$ cat src/rtl/rs_pkg.sv
package rs_pkg;
  // Default sizes shared by the pool and its bench.
  localparam int RS_SLOTS  = 4;
  localparam int RS_TAG_W  = 3;
  localparam int RS_DATA_W = 16;
  localparam int RS_OP_W   = 4;

  // Result-bus hit for a waiting source; tag 0 never waits.
  function automatic logic bus_hit(input logic vld, input logic [RS_TAG_W-1:0] bus_tag,
                                   input logic [RS_TAG_W-1:0] want);
    return vld && (want != '0) && (bus_tag == want);
  endfunction
endpackage

$ cat src/rtl/rs_first.sv
module rs_first #(
  parameter int N = 4
) (
  input  logic [N-1:0] req,
  output logic [N-1:0] gnt
);
  always_comb begin
    logic found;
    found = 1'b0;
    gnt   = '0;
    for (int i = 0; i < N; i++) begin
      if (req[i] && !found) begin
        gnt[i] = 1'b1;
        found  = 1'b1;
      end
    end
  end
endmodule

$ cat src/rtl/rs_slot.sv
module rs_slot #(
  parameter int OP_W   = 4,
  parameter int TAG_W  = 3,
  parameter int DATA_W = 16,
  parameter int MY_TAG = 1
) (
  input  logic              clk,
  input  logic              rst,
  input  logic              load,
  input  logic [OP_W-1:0]   ld_op,
  input  logic [TAG_W-1:0]  ld_qa,
  input  logic [DATA_W-1:0] ld_va,
  input  logic [TAG_W-1:0]  ld_qb,
  input  logic [DATA_W-1:0] ld_vb,
  input  logic              bc_valid,
  input  logic [TAG_W-1:0]  bc_tag,
  input  logic [DATA_W-1:0] bc_val,
  input  logic              take,
  output logic              busy,
  output logic              ready,
  output logic [OP_W-1:0]   op,
  output logic [DATA_W-1:0] va,
  output logic [DATA_W-1:0] vb
);
  logic [TAG_W-1:0] qa, qb;
  logic             sent;
  logic             hit_a, hit_b, hit_ld_a, hit_ld_b, own_done;

  assign hit_a    = bc_valid && (qa != '0) && (bc_tag == qa);
  assign hit_b    = bc_valid && (qb != '0) && (bc_tag == qb);
  assign hit_ld_a = bc_valid && (ld_qa != '0) && (bc_tag == ld_qa);
  assign hit_ld_b = bc_valid && (ld_qb != '0) && (bc_tag == ld_qb);
  assign own_done = bc_valid && (bc_tag == TAG_W'(MY_TAG));
  assign ready    = busy && !sent && (qa == '0) && (qb == '0);

  // Control state with reset.
  always_ff @(posedge clk) begin
    if (rst) begin
      busy <= 1'b0;
      sent <= 1'b0;
      qa   <= '0;
      qb   <= '0;
    end else if (load) begin
      busy <= 1'b1;
      sent <= 1'b0;
      qa   <= hit_ld_a ? '0 : ld_qa;
      qb   <= hit_ld_b ? '0 : ld_qb;
    end else if (busy) begin
      if (hit_a) qa <= '0;
      if (hit_b) qb <= '0;
      if (take) sent <= 1'b1;
      if (own_done) busy <= 1'b0;
    end
  end

  // Payload without reset (plain storage).
  always_ff @(posedge clk) begin
    if (load) begin
      op <= ld_op;
      va <= hit_ld_a ? bc_val : ld_va;
      vb <= hit_ld_b ? bc_val : ld_vb;
    end else if (busy) begin
      if (hit_a) va <= bc_val;
      if (hit_b) vb <= bc_val;
    end
  end

  p_capture_a_r5: assert property (@(posedge clk) disable iff (rst)
    (busy && !load && hit_a) |=> (qa == '0) && (va == $past(bc_val)));
  p_capture_b_r6: assert property (@(posedge clk) disable iff (rst)
    (busy && !load && hit_b) |=> (qb == '0) && (vb == $past(bc_val)));
  p_take_ready_r5: assert property (@(posedge clk) disable iff (rst)
    take |-> (busy && !sent && qa == '0 && qb == '0));
  p_busy_hold_r10: assert property (@(posedge clk) disable iff (rst)
    (busy && !own_done) |=> busy);
  p_same_cycle_r7: assert property (@(posedge clk) disable iff (rst)
    (load && hit_ld_a) |=> (qa == '0) && (va == $past(bc_val)));
endmodule

$ cat src/rtl/rs_pool.sv
module rs_pool
  import rs_pkg::*;
#(
  parameter int SLOTS    = RS_SLOTS,
  parameter int TAG_W    = RS_TAG_W,
  parameter int DATA_W   = RS_DATA_W,
  parameter int OP_W     = RS_OP_W,
  parameter int BASE_TAG = 1
) (
  input  logic              clk,
  input  logic              rst,
  input  logic              iss_valid,
  input  logic [OP_W-1:0]   iss_op,
  input  logic [TAG_W-1:0]  iss_a_tag,
  input  logic [DATA_W-1:0] iss_a_val,
  input  logic [TAG_W-1:0]  iss_b_tag,
  input  logic [DATA_W-1:0] iss_b_val,
  output logic              full,
  input  logic              bc_valid,
  input  logic [TAG_W-1:0]  bc_tag,
  input  logic [DATA_W-1:0] bc_val,
  input  logic              ex_ready,
  output logic              dsp_valid,
  output logic [OP_W-1:0]   dsp_op,
  output logic [DATA_W-1:0] dsp_a,
  output logic [DATA_W-1:0] dsp_b,
  output logic [TAG_W-1:0]  dsp_tag
);
  logic [SLOTS-1:0] busy_v, ready_v, free_g, rdy_g, load_v, take_v;
  logic [OP_W-1:0]   s_op [SLOTS];
  logic [DATA_W-1:0] s_va [SLOTS];
  logic [DATA_W-1:0] s_vb [SLOTS];

  assign full = &busy_v;

  rs_first #(.N(SLOTS)) u_free_pick (.req(~busy_v), .gnt(free_g));
  rs_first #(.N(SLOTS)) u_rdy_pick  (.req(ready_v), .gnt(rdy_g));

  assign load_v = (iss_valid && !full) ? free_g : '0;
  assign take_v = ex_ready ? rdy_g : '0;

  for (genvar g = 0; g < SLOTS; g++) begin : g_slot
    rs_slot #(
      .OP_W(OP_W), .TAG_W(TAG_W), .DATA_W(DATA_W), .MY_TAG(BASE_TAG + g)
    ) u_slot (
      .clk(clk), .rst(rst), .load(load_v[g]),
      .ld_op(iss_op), .ld_qa(iss_a_tag), .ld_va(iss_a_val),
      .ld_qb(iss_b_tag), .ld_vb(iss_b_val),
      .bc_valid(bc_valid), .bc_tag(bc_tag), .bc_val(bc_val),
      .take(take_v[g]), .busy(busy_v[g]), .ready(ready_v[g]),
      .op(s_op[g]), .va(s_va[g]), .vb(s_vb[g])
    );
  end

  // One-hot mux of the chosen slot.
  logic [OP_W-1:0]   n_op;
  logic [DATA_W-1:0] n_a, n_b;
  logic [TAG_W-1:0]  n_tag;
  always_comb begin
    n_op  = '0;
    n_a   = '0;
    n_b   = '0;
    n_tag = '0;
    for (int i = 0; i < SLOTS; i++) begin
      if (take_v[i]) begin
        n_op  = n_op  | s_op[i];
        n_a   = n_a   | s_va[i];
        n_b   = n_b   | s_vb[i];
        n_tag = n_tag | TAG_W'(BASE_TAG + i);
      end
    end
  end

  always_ff @(posedge clk) begin
    if (rst) dsp_valid <= 1'b0;
    else     dsp_valid <= |take_v;
  end

  always_ff @(posedge clk) begin
    dsp_op  <= n_op;
    dsp_a   <= n_a;
    dsp_b   <= n_b;
    dsp_tag <= n_tag;
  end

  p_one_take_r8: assert property (@(posedge clk) disable iff (rst) $onehot0(take_v));
  p_dsp_gated_r8: assert property (@(posedge clk) disable iff (rst)
    dsp_valid |-> $past(ex_ready));
  p_full_stuck_r3: assert property (@(posedge clk) disable iff (rst)
    (full && !bc_valid) |=> full);
  p_no_load_full_r3: assert property (@(posedge clk) disable iff (rst)
    full |-> (load_v == '0));
endmodule

$ cat config.mk
export PLATFORM = sky130hd
export DESIGN_NAME = rs_pool
export DESIGN_NICKNAME = d
export VERILOG_FILES = /design/src/rtl/rs_pkg.sv /design/src/rtl/rs_first.sv /design/src/rtl/rs_slot.sv /design/src/rtl/rs_pool.sv
export SDC_FILE = /design/constraint.sdc
export NUM_CORES = 1
export LEC_CHECK = 0
export ABC_AREA = 0
export CORE_ASPECT_RATIO = 1.75
export CORE_MARGIN = 8
export CORE_UTILIZATION = 35
export DETAILED_ROUTE_END_ITERATION = 8
export HOLD_SLACK_MARGIN = 0.1
export PLACE_DENSITY_LB_ADDON = 0.1
export SKIP_LAST_GASP = 1
export SYNTH_ARGS = -nofsm -noshare
export SYNTH_HDL_FRONTEND = slang
export SYNTH_SLANG_ARGS = --single-unit
$ cat constraint.sdc
create_clock -name clk -period 4.4 [get_ports clk]
set_clock_uncertainty 0.1 [all_clocks]
set_input_delay 0.66 -clock clk [delete_from_list [all_inputs] [get_ports clk]]
set_output_delay 0.66 -clock clk [all_outputs]
set_load 0.005 [all_outputs]
==> results.yml <==
status:
  status: "complete, no violations"
timing:
  clock.fmax_ghz: 0.317
  slew_violations: 0
  setup_viol: 0
  tightest_slew_ns: 1.18
  setup_tns_ns: 0
  max_slew_margin_pct: 21.3
  rsz0062_at_grt: "false"
  min_period_over_period_pct: 71.6
  finalHoldViolCount: 0
  hold_ws_ns: 0.358
  finalCriticalPeriod_ns: 3.15
clocking:
  clock_path_buffers: 3
  cts_buffers: 22
  clock_sinks: 216
  cts_tree: "built"
  clk_pin_slew_ns: 0.06
  clk_latency_ns: 0.52
  cts_resized: 0
  htreeDepth: 1
  ctsHoldBuffers: 0
  root_buffer: "clkbuf_16"
  post-cts-setup-buffers: 0
hold_path:
  min_path_cells: 1
  hold_class: "reg -> reg"
  min_from: "g_slot[3].u_slot.op[0]"
  hold_end: "dsp_op[0]"
pwr:
  pwr-share-clk_pct: 39.5
  switching_share_pct: 24.1
  p_comb_share_pct: 11.2
  p_leak_uw: 0.00412
  power.internal_uw: 3510
  p_switching_uw: 1120
  ir_worst_vdd_mv: 0.280
  power_uw: 4630
  p_per_area_nw_per_um2: 379
  seq_power_share_pct: 49.3
run:
  max-cap-violations: 0
placed_design:
  port_buffers: 106
  hpwl_mm: 20.9
  postPlaceCellArea_um2: 11500
  gp_congestion: 0.859
detailed_routing:
  drc: 0
  vias: 7494
  firstDrtPassIters: 5
  drt_iter0_drc: 633
  avgRoutedWirePerCell_um: 25.2
  wirelength_mm: 32.7
  viasPerCell: 5.76
  drtAntennaViolNets: 0
global_routing:
  antenna_found_initial: 0
  grt_max_degree: 49
  grt_pass1_wl_mm: 48.5
  grt_pass1_vias: 7869
  grtUsageTotal_pct: 19.1
  grt.overflow.total: 0
logic_synthesis:
  ys_seq_area_share_pct: 57.9
  synth_cells: 818
  ys_warn_count: 0
  synthesis.nets: 884
  synth_cell_types: 52
  synth_ff_type: "edfxtp_1"
  synth_enable_flop_cells: 144
  syn-cell-area_um2: 9950
  synth.avg_cell_area_um2: 12.2
  ys_ff_latch: 216
  async_reset_ff_share_pct: 0
worst_setup_path:
  cp_max_fo: 17
  end_kind: "flip-flop"
  reg2reg_from: "g_slot[1].u_slot.qa[0]"
  reg2reg_depth: 5
  cp.required_ns: 4.56
  rr_endpoint: "dsp_b[13]"
  start_kind: "primary input"
  arrival_ns: 3.31
  r2r_slack_ns: 1.74
  crit_type: "in -> reg"
floorplanning:
  std_cell_rows: 81
  die_y_um: 239
  core_region_area_um2: 28000
  ios: 107
  start_util_pct: 35.6
  die_w_um: 143
  dieArea_um2: 34300
layout:
  fin_nets: 979
  finish.instance_area_um2: 12200
  nFillCells: 2699
  layout-drive-gt1-share_pct: 19.7
  area.growth.synth_to_final_pct: 22.7
  diodes: 0
cells in the mapped netlist (all sizes together), types with 5 or more instances:
| cell type | instances | area [um2] |
|---|---|---|
| o21ai | 6 | 56.3 |
| dfxtp | 72 | 1440 |
| o211ai | 80 | 601 |
| nand2b | 18 | 113 |
| nor4b | 6 | 67.6 |
| a221o | 34 | 353 |
| inv | 18 | 67.6 |
| o2111ai | 8 | 70.1 |
| xor2 | 8 | 70.1 |
| buf | 37 | 209 |
| or2 | 5 | 31.3 |
| a22o | 36 | 315 |
| o32ai | 21 | 184 |
| mux2 | 64 | 721 |
| o21a | 11 | 82.6 |
| o31ai | 7 | 52.6 |
| edfxtp | 144 | 4320 |
| xnor2 | 12 | 105 |
| nor2 | 15 | 63.8 |
| nand2 | 138 | 518 |
| a21oi | 6 | 30.0 |
| nand3 | 6 | 30.0 |
| clkbuf | 37 | 151 |
cell type report:
class / instances / area (um2) / area share (%)
Inverter: 18 / 67.6 / 0.553
Tap cell: 373 / 467 / 3.82
Sequential cell: 216 / 5770 / 47.2
Clock buffer: 32 / 649 / 5.32
Multi-Input combinational cell: 510 / 3860 / 31.6
Clock inverter: 8 / 45.0 / 0.369
Timing Repair Buffer: 145 / 1350 / 11.1
power groups by stage:
stage                     sequential, uW  clock (uW)  combinational [uW]
after floorplan                     2320           0                 282
after global placement              2330           0                 504
final                               2280        1830                 517
after detailed placement            2330           0                 517
after CTS                           2290        1870                 519
after global routing                2290        1930                 553
metrics by stage:
step           cells  setup WS, ns  utilization (%)
2_1_floorplan    818         0.882                -
3_3_place_gp    1262         0.733             41.2
3_5_place_dp    1262         0.689             41.2
4_1_cts         1302          1.22             43.7
5_1_grt         1302          1.11             43.7
6_report        1302          1.25             43.7
worst max-delay path by stage:
stage                   start  depth (start not counted)                      end  slack, ns
CTS                 bc_tag[0]                          5  g_slot[1].u_slot.va[10]       1.22
detailed placement  bc_tag[0]                          6  g_slot[1].u_slot.va[10]       0.69
finish              bc_tag[0]                          5  g_slot[1].u_slot.va[11]       1.25
global placement    bc_tag[0]                          6  g_slot[1].u_slot.va[10]       0.73
floorplan           bc_tag[0]                          5   g_slot[1].u_slot.va[0]       0.88
global route        bc_tag[0]                          5  g_slot[1].u_slot.va[11]       1.11
sequential cells by signal (all words and copies together) (netlist names):
signal and cells:
dsp_a 16, dsp_b 16, dsp_op 4, dsp_tag 3
dsp_valid 1, g_slot.u_slot.busy 4, g_slot.u_slot.op 16, g_slot.u_slot.qa 12
g_slot.u_slot.qb 12, g_slot.u_slot.sent 4, g_slot.u_slot.va 64, g_slot.u_slot.vb 64
routing by layer:
layer,part of all wire [%],wire length [um],vias to the layer above,track usage (%)
met2,53,17500,355,35.0
met4,4.7,1530,0,9.80
li1,-,-,3319,-
met1,35,11600,3729,20.6
met5,0,0,-,0
met3,6.5,2140,91,2.78
logic make-up after synthesis:
family	Yosys count	synth area share [%]
xor gates and xnor gates	20	1.76
DFF	216	57.9
and+or+nand+nor	206	9.90
AOI/OAI and AO/OA	220	18.9
buffers and inverters	92	4.30
muxes	64	7.24
critical path, cell delays in order:
cell and delay, ns:
clkdlybuf4s50_1 0.67, o2111ai_1 0.36, o21ai_2 1.01, buf_4 0.28
mux2_2 0.33
layout by cell type, fill, tap and decap left out, types with 6 or more instances in the layout:
master,netlist,final
o21a_1,11,10
o32ai_1,21,21
clkdlybuf4s50_1,0,106
inv_1,16,16
a22o_1,36,36
nand2b_1,18,18
buf_4,4,39
clkbuf_16,0,23
nand2_1,138,138
xnor2_1,12,12
xor2_1,8,8
o31ai_4,0,6
dfxtp_1,72,72
a221o_2,10,10
o2111ai_1,8,8
edfxtp_1,144,144
a21oi_1,6,6
nor2_1,14,14
a221o_1,24,24
o211ai_1,80,80
mux2_2,64,64
nand3_1,6,6
Power figures use the tool's default switching activity.
